--- src/rtl/nic_cmd_pkg.sv ---
package nic_cmd_pkg;
  localparam int DATA_W = 8;
  localparam int OFF_W  = 4;
  localparam int PAGE_W = 2;
  localparam int EVT_N  = 7;
  localparam int DMA_W  = 3;
  localparam int CFG_N  = 7;

  // Register offsets whose position matters to the host decode
  localparam logic [OFF_W-1:0] OFF_CMD    = 4'h0;
  localparam logic [OFF_W-1:0] OFF_TXSTAT = 4'h4;
  localparam logic [OFF_W-1:0] OFF_ISR    = 4'h7;
  localparam logic [OFF_W-1:0] OFF_TALLY  = 4'hF;

  // Configuration slots: write on page 0, read on page 2
  localparam logic [OFF_W-1:0] CFG_OFF [CFG_N] =
    '{4'h1, 4'h2, 4'h4, 4'hC, 4'hD, 4'hE, 4'hF};
  localparam int CFG_PSTART = 0;
  localparam int CFG_PSTOP  = 1;
  localparam int CFG_TPSR   = 2;
  localparam int CFG_RXCFG  = 3;
  localparam int CFG_TXCFG  = 4;
  localparam int CFG_DCFG   = 5;
  localparam int CFG_MASK   = 6;

  localparam logic [DMA_W-1:0] DMA_ABORT = 3'b100;

  typedef struct packed {
    logic              enterStop;
    logic              startCmd;
    logic              running;
    logic [PAGE_W-1:0] page;
  } ctlStrobes_t;
endpackage

--- src/rtl/nic_cmd_ctl.sv ---
module nic_cmd_ctl
  import nic_cmd_pkg::*;
(
  input  logic              clk,
  input  logic              rstN,
  input  logic              wrEn,
  input  logic [OFF_W-1:0]  addr,
  input  logic [DATA_W-1:0] wrData,
  input  logic              xferBusy,
  input  logic              txEnd,
  output ctlStrobes_t       strb,
  output logic              txReq,
  output logic [DMA_W-1:0]  dmaCmd,
  output logic              stopped,
  output logic [DATA_W-1:0] crRead
);
  logic              crWr, stopWr, startWr, enterStop, txSetNow;
  logic              stopReq;
  logic [PAGE_W-1:0] pageQ;

  assign crWr      = wrEn && (addr == OFF_CMD);
  assign stopWr    = crWr && wrData[0];
  assign startWr   = crWr && !wrData[0] && wrData[1];
  assign enterStop = !stopped && (stopWr || stopReq) && !xferBusy;
  assign txSetNow  = crWr && wrData[2] && !stopped;

  always_ff @(posedge clk or negedge rstN) begin
    if (!rstN) begin
      stopped <= 1'b1;
      stopReq <= 1'b0;
    end else if (startWr) begin
      stopped <= 1'b0;
      stopReq <= 1'b0;
    end else if (enterStop) begin
      stopped <= 1'b1;
      stopReq <= 1'b0;
    end else if (stopWr && !stopped) begin
      stopReq <= 1'b1;
    end
  end

  always_ff @(posedge clk or negedge rstN) begin
    if (!rstN)         txReq <= 1'b0;
    else if (txSetNow) txReq <= 1'b1;
    else if (txEnd)    txReq <= 1'b0;
  end

  always_ff @(posedge clk or negedge rstN) begin
    if (!rstN) begin
      dmaCmd <= DMA_ABORT;
      pageQ  <= '0;
    end else if (crWr) begin
      pageQ <= wrData[7:6];
      if (wrData[5])                dmaCmd <= DMA_ABORT;
      else if (wrData[4:3] != 2'b0) dmaCmd <= wrData[5:3];
    end
  end

  assign strb.enterStop = enterStop;
  assign strb.startCmd  = startWr;
  assign strb.running   = !stopped;
  assign strb.page      = pageQ;

  assign crRead = {pageQ, dmaCmd, txReq, !stopped && !stopReq, stopped || stopReq};


  txp_clear_chk: assert property (@(posedge clk) disable iff (!rstN)
    (txEnd && !txSetNow) |=> !txReq);

  txp_stopped_chk: assert property (@(posedge clk) disable iff (!rstN)
    (stopped && !txReq) |=> !txReq);

  stop_wait_chk: assert property (@(posedge clk) disable iff (!rstN)
    (!stopped && xferBusy) |=> !stopped);

  start_run_chk: assert property (@(posedge clk) disable iff (!rstN)
    startWr |=> !stopped);

  dma_legal_chk: assert property (@(posedge clk) disable iff (!rstN)
    dmaCmd != 3'b000);
endmodule

--- src/rtl/nic_reg_dp.sv ---
module nic_reg_dp
  import nic_cmd_pkg::*;
(
  input  logic              clk,
  input  logic              rstN,
  input  logic              wrEn,
  input  logic [OFF_W-1:0]  addr,
  input  logic [DATA_W-1:0] wrData,
  input  ctlStrobes_t       strb,
  input  logic [EVT_N-1:0]  evt,
  input  logic              ringFree,
  input  logic [DATA_W-1:0] txStatIn,
  input  logic [DATA_W-1:0] tallyIn,
  input  logic [DATA_W-1:0] crRead,
  output logic [DATA_W-1:0] rdData,
  output logic              irq,
  output logic [DATA_W-1:0] cfgOut [CFG_N]
);
  logic             p0Wr;
  logic [EVT_N-1:0] isrLo, clrMask;
  logic             rstFlag;
  logic [EVT_N-1:0] maskBits;

  assign p0Wr = wrEn && (strb.page == 2'd0);

  generate
    for (genvar g = 0; g < CFG_N; g++) begin : g_cfg
      localparam logic [DATA_W-1:0] KEEP = (g == CFG_MASK) ? 8'h7F : 8'hFF;
      logic [DATA_W-1:0] q;
      always_ff @(posedge clk or negedge rstN) begin
        if (!rstN)                           q <= '0;
        else if (p0Wr && addr == CFG_OFF[g]) q <= wrData & KEEP;
      end
      assign cfgOut[g] = q;
    end
  endgenerate

  assign maskBits = cfgOut[CFG_MASK][EVT_N-1:0];
  assign clrMask  = (p0Wr && addr == OFF_ISR) ? wrData[EVT_N-1:0] : '0;

  always_ff @(posedge clk or negedge rstN) begin
    if (!rstN) isrLo <= '0;
    else       isrLo <= (isrLo & ~clrMask) | evt;
  end

  always_ff @(posedge clk or negedge rstN) begin
    if (!rstN)                                 rstFlag <= 1'b1;
    else if (strb.enterStop || evt[4])         rstFlag <= 1'b1;
    else if (strb.startCmd)                    rstFlag <= 1'b0;
    else if (ringFree && strb.running)         rstFlag <= 1'b0;
  end

  always_ff @(posedge clk or negedge rstN) begin
    if (!rstN) irq <= 1'b0;
    else       irq <= |(isrLo & maskBits);
  end

  always_comb begin
    rdData = '0;
    if (addr == OFF_CMD) begin
      rdData = crRead;
    end else begin
      unique case (strb.page)
        2'd0: begin
          if (addr == OFF_TXSTAT)     rdData = txStatIn;
          else if (addr == OFF_ISR)   rdData = {rstFlag, isrLo};
          else if (addr == OFF_TALLY) rdData = tallyIn;
        end
        2'd2: begin
          for (int i = 0; i < CFG_N; i++)
            if (addr == CFG_OFF[i]) rdData = cfgOut[i];
        end
        default: rdData = '0;
      endcase
    end
  end


  evt_priority_chk: assert property (@(posedge clk) disable iff (!rstN)
    (evt != '0) |=> ((isrLo & $past(evt)) == $past(evt)));

  rst_set_chk: assert property (@(posedge clk) disable iff (!rstN)
    evt[4] |=> rstFlag);

  irq_quiet_chk: assert property (@(posedge clk) disable iff (!rstN)
    ((isrLo & maskBits) == '0) |=> !irq);

  mask_rsvd_chk: assert property (@(posedge clk) disable iff (!rstN)
    !cfgOut[CFG_MASK][7]);
endmodule

--- src/rtl/nic_cmd_ctrl.sv ---
module nic_cmd_ctrl
  import nic_cmd_pkg::*;
(
  input  logic              clk,
  input  logic              rstN,
  input  logic              wrEn,
  input  logic [OFF_W-1:0]  addr,
  input  logic [DATA_W-1:0] wrData,
  output logic [DATA_W-1:0] rdData,
  input  logic              xferBusy,
  input  logic              evRxOk,
  input  logic              evTxOk,
  input  logic              evRxErr,
  input  logic              evTxErr,
  input  logic              evOverwrite,
  input  logic              evCntOvf,
  input  logic              evDmaDone,
  input  logic              evRingFree,
  input  logic [DATA_W-1:0] txStatIn,
  input  logic [DATA_W-1:0] tallyIn,
  output logic              irq,
  output logic              txRequest,
  output logic [DMA_W-1:0]  dmaCmd,
  output logic              stopped,
  output logic [DATA_W-1:0] pageStart,
  output logic [DATA_W-1:0] pageStop,
  output logic [DATA_W-1:0] txPageStart,
  output logic [DATA_W-1:0] rxCfg,
  output logic [DATA_W-1:0] txCfg,
  output logic [DATA_W-1:0] dataCfg
);
  ctlStrobes_t       strb;
  logic [DATA_W-1:0] crRead;
  logic [DATA_W-1:0] cfgOut [CFG_N];
  logic [EVT_N-1:0]  evt;

  assign evt = {evDmaDone, evCntOvf, evOverwrite, evTxErr, evRxErr, evTxOk, evRxOk};

  nic_cmd_ctl u_ctl (
    .clk(clk), .rstN(rstN), .wrEn(wrEn), .addr(addr), .wrData(wrData),
    .xferBusy(xferBusy), .txEnd(evTxOk | evTxErr), .strb(strb),
    .txReq(txRequest), .dmaCmd(dmaCmd), .stopped(stopped), .crRead(crRead)
  );

  nic_reg_dp u_dp (
    .clk(clk), .rstN(rstN), .wrEn(wrEn), .addr(addr), .wrData(wrData),
    .strb(strb), .evt(evt), .ringFree(evRingFree), .txStatIn(txStatIn),
    .tallyIn(tallyIn), .crRead(crRead), .rdData(rdData), .irq(irq),
    .cfgOut(cfgOut)
  );

  assign pageStart   = cfgOut[CFG_PSTART];
  assign pageStop    = cfgOut[CFG_PSTOP];
  assign txPageStart = cfgOut[CFG_TPSR];
  assign rxCfg       = cfgOut[CFG_RXCFG];
  assign txCfg       = cfgOut[CFG_TXCFG];
  assign dataCfg     = cfgOut[CFG_DCFG];
endmodule

--- config.mk ---
export PLATFORM = sky130hd
export DESIGN_NAME = nic_cmd_ctrl
export DESIGN_NICKNAME = d
export VERILOG_FILES = /design/src/rtl/nic_cmd_pkg.sv /design/src/rtl/nic_cmd_ctl.sv /design/src/rtl/nic_reg_dp.sv /design/src/rtl/nic_cmd_ctrl.sv
export SDC_FILE = /design/constraint.sdc
export NUM_CORES = 1
export LEC_CHECK = 0
export CAP_MARGIN = 20
export CORE_MARGIN = 2
export CORE_UTILIZATION = 50
export DETAILED_ROUTE_END_ITERATION = 8
export PLACE_DENSITY = 0.81
export SLEW_MARGIN = 40
export SYNTH_ARGS = -nofsm -noshare
export SYNTH_HDL_FRONTEND = slang
export SYNTH_SLANG_ARGS = --single-unit
--- constraint.sdc ---
create_clock -name clk -period 2.2 [get_ports clk]
set_input_delay 0.44 -clock clk [delete_from_list [all_inputs] [get_ports clk]]
set_output_delay 0.44 -clock clk [all_outputs]
set_load 0.005 [all_outputs]
==> run_results.csv, run 1 <==
group,metric,value,unit
status,outcome,"complete, but fails checks",
status,violations,"setup timing",
timing,setup_viol,2,
worst_hold_path,hp-class,"primary input to async pin",
floorplanning,start_util,51.5,%
timing,finalCritPeriodShare,103,%
critical_path,cp_slowest_cell,"a31oi_1",
timing,fin_crit,2.26,ns
synthesis,yosys_warnings,0,
floorplanning,dieArea,0.00917,sq mm
floorplanning,core,0.00818,sq mm
final_layout,final_cells,628,
synthesis,synth_cells,402,
clock_tree,clkTransAtPathRegs,0.07,ns
timing,drv_slew,0,
grt,grt_max_degree,73,
floorplanning,io_pins,102,
grt,antenna_found_initial,0,
floorplanning,rows,33,
detailed_routing,route.detailed.drc,0,
final_layout,drive_gt1_share,39.2,%
critical_path,r2r_cells,7,
critical_path,critPathLaunchType,"primary input",
detailed_routing,routed_via_density,6.26,
timing,hold_viol_final,0,
clock_tree,cts.sinks,72,
synthesis,ys_ff_latch,72,
timing,rsz0062_at_grt,"true",
detailed_routing,drtAntennaViolNets,0,
power,p_leak,2.59,nW
critical_path,crit_required,1.76,ns
timing,relSlewSlack,63.5,%
synthesis,synth_top_area_share,41.0,%
critical_path,crit_arrival,1.82,ns
final_layout,layout_commonest_cell,"clkdlybuf4s50_1",
synthesis,syn_area,0.00421,sq mm
critical_path,worstSetupPathType,"primary input to output port",
timing,finalWorstSetupSlack,-0.0629,ns
grt,gr-total-overflow,0,
grt,grt_pass1_wl,19.7,mm
detailed_routing,firstDrtPassIters,7,
detailed_routing,drt_iter0_markers,331,
placed_design,gp_congestion,0.998,
clock_tree,cts_buffer_depth,2,
synthesis,syn_nets,442,
power,peakVddDrop,512,uV
grt,grt_pass1_vias,3790,
critical_path,crit_path_max_fanout,6,
clock_tree,cts_tree,"yes",
clock_tree,cts.htree.levels,3,
critical_path,cp_common_cell,"buf_2",
critical_path,r2r_start,"u_ctl.pageQ[1]",
timing,max_freq,442,MHz
placed_design,dp_hpwl,8.54,mm
synthesis,synth_edf_count,0,
critical_path,rrSetupSlack,0.06,ns
critical_path,critPathMaxStageDelay,0.29,ns
synthesis,synth.avg_cell_area,10.5,sq um
floorplanning,die_h,95.8,um
final_layout,nets,558,
critical_path,r2r-end,"u_dp.g_cfg[4].q[7]",
timing,finClkSkew,0.00875,ns
synthesis,ys_async_sr_fraction,100,%
final_layout,diodes,0,
detailed_routing,finalWirelength,13.8,mm
critical_path,worst_setup_path_end_kind,"output port",
synthesis,ys_seq_area_share,42.9,%
synthesis,yosysTopAreaCell,"dfrtp_1",
detailed_routing,vias,3929,
final_layout,final_cell_mix,"clkdlybuf4s50_1, dfrtp_1, buf_4",
timing,tightest_slew,0.546,ns
final_layout,n_fill_cell,513,
placed_design,dp_cells,590,
floorplanning,die_x,95.8,um
synthesis,synth_top_flop_cell,"dfrtp_1",
synthesis,ys_top_cells_by_area,"dfrtp_1, mux2_2, buf_4, o21ai_0, mux2_4",
detailed_routing,wl_per_cell,21.9,um
synthesis,yosysUniqueCellTypes,42,
critical_path,crit_chain,"buf_2 > bufbuf_16 > buf_4 > mux2i_1 > o21ai_0 > a31oi_1 > o31ai_2 > buf_2",
clock_tree,clk_latency,0.36,ns
power,p_per_area,758,mW/mm^2
flow_run,maxCapViolCount,0,
clock_tree,root_buffer,"clkbuf_8",
final_layout,syn2layout_area_growth,42.4,%
clock_tree,cts_made_buffers,9,
timing,holdWs,0.0981,ns
grt,grt_use_total,28.7,%
placed_design,io_buffers,101,
cell families (layout without fill, tap and decap cells):
kind of cell           Yosys count  after routing  synth area share, %
AO/OA/AOI/OAI                   97             97                 15.2
buffers and inverters           82            203                 12.5
flip-flops                      72             72                 42.9
multiplexers                    69             69                 19.2
AND/OR/NAND/NOR                 82             82                 10.3
power breakdown:
part	switching (mW)	internal (mW)
registers	0.260	1.59
clock network	0.511	0.670
logic	0.561	0.951
cells in the mapped netlist (7+ instances only):
master	instances
a21o_1	7
a21oi_1	23
a22oi_1	8
buf_2	7
buf_4	53
clkbuf_1	13
dfrtp_1	69
inv_1	7
mux2_2	52
mux2_4	8
mux2i_1	8
nand2_1	30
nand3_1	8
nor2_1	14
nor3_1	10
o21ai_0	25
how the worst max path moves through the flow:
stage / startpoint / slack (ns) / endpoint
final: addr[3] / -0.06 / rdData[0]
after global routing: addr[2] / -0.11 / rdData[2]
after CTS: addr[2] / -0.004 / rdData[6]
after detailed placement: addr[1] / -0.91 / rdData[7]
after global placement: addr[1] / -0.84 / rdData[6]
after floorplan: addr[0] / 0.15 / rdData[1]
metrics by stage:
stage          setup slack [ns]  power, mW  instance area [sq um]  util, %  setup TNS (ns)
2_1_floorplan             0.147       2.62                   4210        -               0
3_3_place_gp             -0.841       3.12                   5310     65.0          -20.51
3_5_place_dp             -0.905       3.16                   5310     65.0          -22.05
4_1_cts                -0.00395       4.39                   5790     70.8        -0.00395
5_1_grt                  -0.110       4.72                   5990     73.3          -0.565
6_report                -0.0629       4.55                   5990     73.3          -0.117
layer usage:
metal,routed length (um),vias to the layer above,track usage (%)
met2,6740,299,48.0
met5,0,-,0
li1,-,1635,-
met1,5120,1927,35.5
met3,1290,68,6.42
met4,601,0,12.9
sequential cells by signal, indices dropped and copies added (netlist names):
signal,count
u_dp.rstFlag,1
u_ctl.stopped,1
u_ctl.pageQ,2
u_dp.isrLo,7
u_ctl.stopReq,1
u_dp.g_cfg.q,55
u_ctl.dmaCmd,3
u_ctl.txReq,1
u_dp.irq,1
critical path: cells and delay by family:
family / cells / cell delay [ns]
mux: 1 / 0.17
compound gates: 3 / 0.54
buf+inv: 4 / 0.67
area by class of cell:
class	instances	area [sq um]	area share [%]
repair buffers	179	1720	28.6
clock inverters	3	65.1	1.09
flip-flops and latches	72	1810	30.1
clock buffers	13	149	2.48
multi-input cells	248	2100	35.0
well taps	105	131	2.19
inverters	8	32.5	0.543
what timing repair did:
item,4_1_cts,5_1_grt
pin swaps,23,20
cloned,1,0
endpoints found under the setup margin,16,8
buffers inserted,11,13
hold buffers,0,0
endpoints found under the hold margin,0,0
resized for setup,99,28
(Power assumes the default switching activity.)
==> inputs of run 2 (changes only) <==
==> constraint.sdc (replaced) <==
create_clock -name clk -period 2.2 [get_ports clk]
set_input_delay 0.44 -clock clk [delete_from_list [all_inputs] [get_ports clk]]
set_output_delay 0.44 -clock clk [all_outputs]
set_load 0.05 [all_outputs]
==> run_results.csv, run 2 (synthesis results as in run 1) <==
group,metric,value,unit
power,peakVddDrop,397,uV
critical_path,rrSetupSlack,0.03,ns
grt,antenna_found_initial,0,
critical_path,crit_required,1.76,ns
final_layout,final_cells,618,
clock_tree,cts_tree,"yes",
grt,grt_pass1_vias,3848,
clock_tree,cts_hold_buf,0,
timing,max_freq,423,MHz
power,p_per_area,856,mW/mm^2
critical_path,worstSetupPathType,"primary input to output port",
final_layout,final_cell_area,0.00612,sq mm
detailed_routing,drt_iter0_markers,379,
critical_path,crit_path_max_fanout,11,
clock_tree,cts.sinks,72,
clock_tree,clkTransAtPathRegs,0.07,ns
floorplanning,core,0.00818,sq mm
critical_path,critPathLaunchType,"primary input",
floorplanning,start_util,51.5,%
floorplanning,rows,33,
floorplanning,die_x,95.8,um
status,violations,"setup timing",
grt,gr-total-overflow,0,
clock_tree,cts_made_buffers,9,
critical_path,critPathMaxStageDelay,0.24,ns
critical_path,cp-endpoint,"rdData[4]",
critical_path,r2r_start,"u_ctl.pageQ[1]",
flow_run,maxCapViolCount,0,
final_layout,reg.largest.list,"u_dp.g_cfg.q x55, u_dp.isrLo x7, u_ctl.dmaCmd x3",
critical_path,worst-path-buf-inv,4,
critical_path,r2r_cells,6,
floorplanning,io_pins,102,
final_layout,regMostFlops,"u_dp.g_cfg.q",
final_layout,drive_gt1_share,40.2,%
timing,finClkSkew,0.0106,ns
critical_path,cp_slowest_cell,"a21oi_1",
placed_design,dp_cells,588,
detailed_routing,routed_via_density,6.39,
clock_tree,root_buffer,"clkbuf_8",
timing,fin_crit,2.37,ns
critical_path,crit_chain,"buf_12 > buf_12 > nor2b_4 > buf_12 > o21ai_0 > a21oi_1 > o211ai_1 > a21oi_4 > buf_12",
grt,grt_max_degree,73,
critical_path,cp_common_cell,"buf_12",
clock_tree,cts.htree.levels,3,
final_layout,syn2layout_area_growth,45.4,%
timing,finalWorstSetupSlack,-0.166,ns
timing,hold_viol_final,0,
detailed_routing,route.detailed.drc,0,
floorplanning,die_h,95.8,um
clock_tree,clk_latency,0.36,ns
detailed_routing,drtAntennaViolNets,0,
worst_hold_path,hp-class,"primary input to async pin",
placed_design,dp_worst_setup_slack,-0.579,ns
placed_design,io_buffers,101,
timing,tightest_slew,0.520,ns
critical_path,r2r-end,"u_dp.g_cfg[4].q[4]",
critical_path,crit_arrival,1.93,ns
placed_design,placed_cell_area,0.00551,sq mm
floorplanning,dieArea,0.00917,sq mm
grt,grt_pass1_wl,21.2,mm
critical_path,worst-path-stages,9,
detailed_routing,wl_per_cell,23.1,um
power,p_leak,2.58,nW
timing,relSlewSlack,65.3,%
status,outcome,"complete, but fails checks",
critical_path,cp_top_family,"compound AO/OA/AOI/OAI gates",
final_layout,layout_commonest_cell,"clkdlybuf4s50_1",
placed_design,dp_hpwl,8.60,mm
timing,rsz0062_at_grt,"true",
detailed_routing,firstDrtPassIters,7,
timing,drv_slew,0,
timing,finalCritPeriodShare,108,%
final_layout,final_cell_mix,"clkdlybuf4s50_1, dfrtp_1, mux2_2",
grt,grt_use_total,31.5,%
final_layout,largest_reg_flops,55,
critical_path,crit_start,"addr[1]",
clock_tree,cts_buffer_depth,2,
placed_design,gp_congestion,0.915,
detailed_routing,finalWirelength,14.3,mm
final_layout,nets,549,
critical_path,worst_setup_path_end_kind,"output port",
timing,setup_viol,8,
final_layout,diodes,0,
detailed_routing,vias,3951,
==> run 2: worst register-to-register path, cell delays in order, from the launching register on <==
cell,delay (ns)
dfrtp_1,0.40
buf_4,0.18
nor2_4,0.33
nand2_1,0.18
or4_1,0.43
buf_4,0.21
mux2_4,0.32
==> run 2: final cells by class <==
cell class,count,area (sq um)
multi-input combinational,248,2190
fill,511,2050
sequential,72,1810
timing repair buffer,170,1790
clock buffer,14,163
tap,105,131
inverter,8,32.5
clock inverter,1,5.00
==> run 2: routing by layer <==
layer  GRT usage [%]  vias up  wire length (um)
met5               0        -                 0
met1            39.9     1920              5390
met2            50.9      329              6790
met3            7.99       77              1410
li1                -     1625                 -
met4            14.5        0               675
==> run 2: metrics by stage <==
step / utilization, % / hold WS [ns] / total power [mW] / TNS, ns
after floorplan: - / 0.144 / 3.54 / -0.0780
final: 74.9 / 0.0904 / 5.24 / -1.00
after detailed placement: 67.4 / 0.497 / 4.10 / -10.47
after global routing: 74.9 / 0.126 / 5.40 / -1.42
after global placement: 67.4 / 0.490 / 4.05 / -10.14
after CTS: 73.9 / 0.121 / 5.12 / -0.553
==> run 2: worst min path at each step <==
stage	start	end	slack (ns)
6_report	rstN	u_dp.g_cfg[5].q[7]	0.09
5_1_grt	rstN	u_dp.g_cfg[5].q[7]	0.13
4_1_cts	rstN	u_dp.isrLo[0]	0.12
3_5_place_dp	rstN	u_dp.g_cfg[5].q[7]	0.50
3_3_place_gp	rstN	u_dp.g_cfg[5].q[6]	0.49
2_1_floorplan	rstN	u_ctl.dmaCmd[0]	0.14
==> run 2: where the power goes <==
| part | leakage (nW) | switching (mW) | internal (mW) |
|---|---|---|---|
| Combinational | 1.64 | 1.43 | 0.966 |
| Clock | 0.0865 | 0.495 | 0.465 |
| Sequential | 0.856 | 0.288 | 1.59 |
==> run 2: what timing repair did <==
action                                  CTS  global route
pin swaps                                22            14
gates cloned                              4             0
buffers inserted                         17             1
endpoints found under the setup margin    9             8
resized for setup                        65            25
==> inputs of run 3 (changes only) <==
--- a/config.mk
+++ b/config.mk
@@ -9,7 +9,7 @@
 export CORE_MARGIN = 2
 export CORE_UTILIZATION = 50
 export DETAILED_ROUTE_END_ITERATION = 8
-export PLACE_DENSITY = 0.81
+export PLACE_DENSITY = 0.82
 export SLEW_MARGIN = 40
 export SYNTH_ARGS = -nofsm -noshare
 export SYNTH_HDL_FRONTEND = slang
==> constraint.sdc (replaced) <==
create_clock -name clk -period 2.2 [get_ports clk]
set_input_delay 0.55 -clock clk [delete_from_list [all_inputs] [get_ports clk]]
set_output_delay 0.55 -clock clk [all_outputs]
set_load 0.05 [all_outputs]
==> run_results.csv, run 3 (synthesis results as in run 1) <==
group,metric,value,unit
floorplanning,start_util,51.5,%
critical_path,crit_arrival,2.05,ns
critical_path,critPathLaunchType,"primary input",
critical_path,r2r_start,"u_ctl.pageQ[0]",
final_layout,regMostFlops,"u_dp.g_cfg.q",
timing,tightest_slew,0.552,ns
final_layout,nets,554,
final_layout,diodes,0,
detailed_routing,drtAntennaViolNets,0,
floorplanning,rows,33,
critical_path,crit_required,1.65,ns
timing,drv_slew,0,
detailed_routing,vias,3912,
critical_path,r2r_cells,6,
final_layout,drive_gt1_share,42.2,%
timing,hold_viol_final,0,
placed_design,dp_cells,583,
placed_design,dp_hpwl,8.55,mm
final_layout,final_cell_mix,"clkdlybuf4s50_1, dfrtp_1, mux2_2, buf_4, nand2_1",
grt,antenna_found_initial,0,
grt,grt_max_degree,73,
timing,rsz0062_at_grt,"true",
detailed_routing,route.detailed.drc,0,
grt,grt_pass1_wl,21.6,mm
placed_design,placed_cell_area,0.00549,sq mm
floorplanning,core,0.00818,sq mm
clock_tree,cts_hold_buf,0,
placed_design,io_buffers,101,
clock_tree,clkTransAtPathRegs,0.07,ns
detailed_routing,firstDrtPassIters,5,
final_layout,post-route-util,76.7,%
power,p_leak,2.66,nW
final_layout,n_fill_cell,465,
detailed_routing,wl_per_cell,22.5,um
timing,finalWorstSetupSlack,-0.402,ns
worst_hold_path,hp-class,"primary input to async pin",
flow_run,maxCapViolCount,0,
placed_design,gp_congestion,0.963,
timing,setup_viol,8,
clock_tree,cts_buffer_depth,2,
detailed_routing,routed_via_density,6.27,
detailed_routing,drt_iter0_markers,272,
final_layout,final_cell_area,0.00627,sq mm
floorplanning,dieArea,0.00917,sq mm
timing,fin_crit,2.60,ns
critical_path,worstSetupPathType,"primary input to output port",
clock_tree,cts.sinks,72,
final_layout,syn2layout_area_growth,49.0,%
power,p_per_area,892,mW/mm^2
floorplanning,die_h,95.8,um
detailed_routing,finalWirelength,14.0,mm
power,peakVddDrop,507,uV
clock_tree,cts_tree,"yes",
clock_tree,root_buffer,"clkbuf_8",
clock_tree,cts.htree.levels,3,
final_layout,reg.largest.list,"u_dp.g_cfg.q x55, u_dp.isrLo x7, u_ctl.dmaCmd x3",
floorplanning,io_pins,102,
timing,finClkSkew,0.00700,ns
final_layout,final_cells,624,
critical_path,r2r-end,"u_dp.g_cfg[4].q[1]",
grt,grt_pass1_vias,3945,
timing,relSlewSlack,63.1,%
floorplanning,die_x,95.8,um
critical_path,crit_path_max_fanout,5,
critical_path,worst_setup_path_end_kind,"output port",
grt,grt_use_total,31.6,%
status,outcome,"complete, but fails checks",
final_layout,largest_reg_flops,55,
grt,gr-total-overflow,0,
status,violations,"setup timing",
timing,finalCritPeriodShare,118,%
critical_path,rrSetupSlack,0.15,ns
clock_tree,clk_latency,0.35,ns
power,power,5.60,mW
final_layout,layout_commonest_cell,"clkdlybuf4s50_1",
clock_tree,cts_made_buffers,9,
timing,max_freq,384,MHz
-- run 3: power by group --
part           internal, mW  switching [mW]
logic                 0.972            1.43
clock network         0.813           0.505
registers              1.59           0.285
total                  3.38            2.22
-- run 3: layout make-up --
type	instances	area [sq um]	area share [%]
well taps	105	131	2.09
clock inverters	5	103	1.64
multi-input cells	248	2200	35.1
inverters	8	32.5	0.519
repair buffers	175	1850	29.4
flip-flops and latches	72	1810	28.8
clock buffers	11	151	2.41
-- run 3: critical path, cell delays in order --
cell and delay, ns:
buf_8 0.11, buf_16 0.13, nor3_4 0.27, a2bb2oi_2 0.11, o32a_1 0.39, o311ai_4 0.31, buf_12 0.18
-- run 3: worst max path at each step --
stage,from,end,slack (ns),depth (start not counted)
floorplan,addr[1],rdData[6],-0.22,6
global placement,addr[1],rdData[6],-0.74,8
detailed placement,addr[1],rdData[6],-0.75,8
CTS,addr[1],rdData[6],-0.39,8
global route,addr[1],rdData[6],-0.44,7
finish,addr[1],rdData[6],-0.40,7
-- run 3: stage by stage --
step	setup WS [ns]	TNS [ns]	hold WS, ns
after floorplan	-0.215	-1.38	0.254
after CTS	-0.390	-2.42	0.232
after global placement	-0.742	-20.97	0.489
after detailed placement	-0.755	-23.81	0.496
final	-0.402	-2.74	0.221
after global routing	-0.437	-3.07	0.247
-- run 3: per-layer routing --
metal	vias to the layer above	GRT usage [%]	share of wire, %
li1	1637	-	-
met5	-	0	0
met4	0	13.3	3.9
met3	66	6.03	8.5
met1	1953	39.8	39
met2	256	53.1	49
-- run 3: repair_timing --
item                                    CTS  global route
gates resized for setup                  90            13
endpoints found under the setup margin   19             9
cloned                                    4             0
pin swaps                                24             5
setup buffers                            25             1
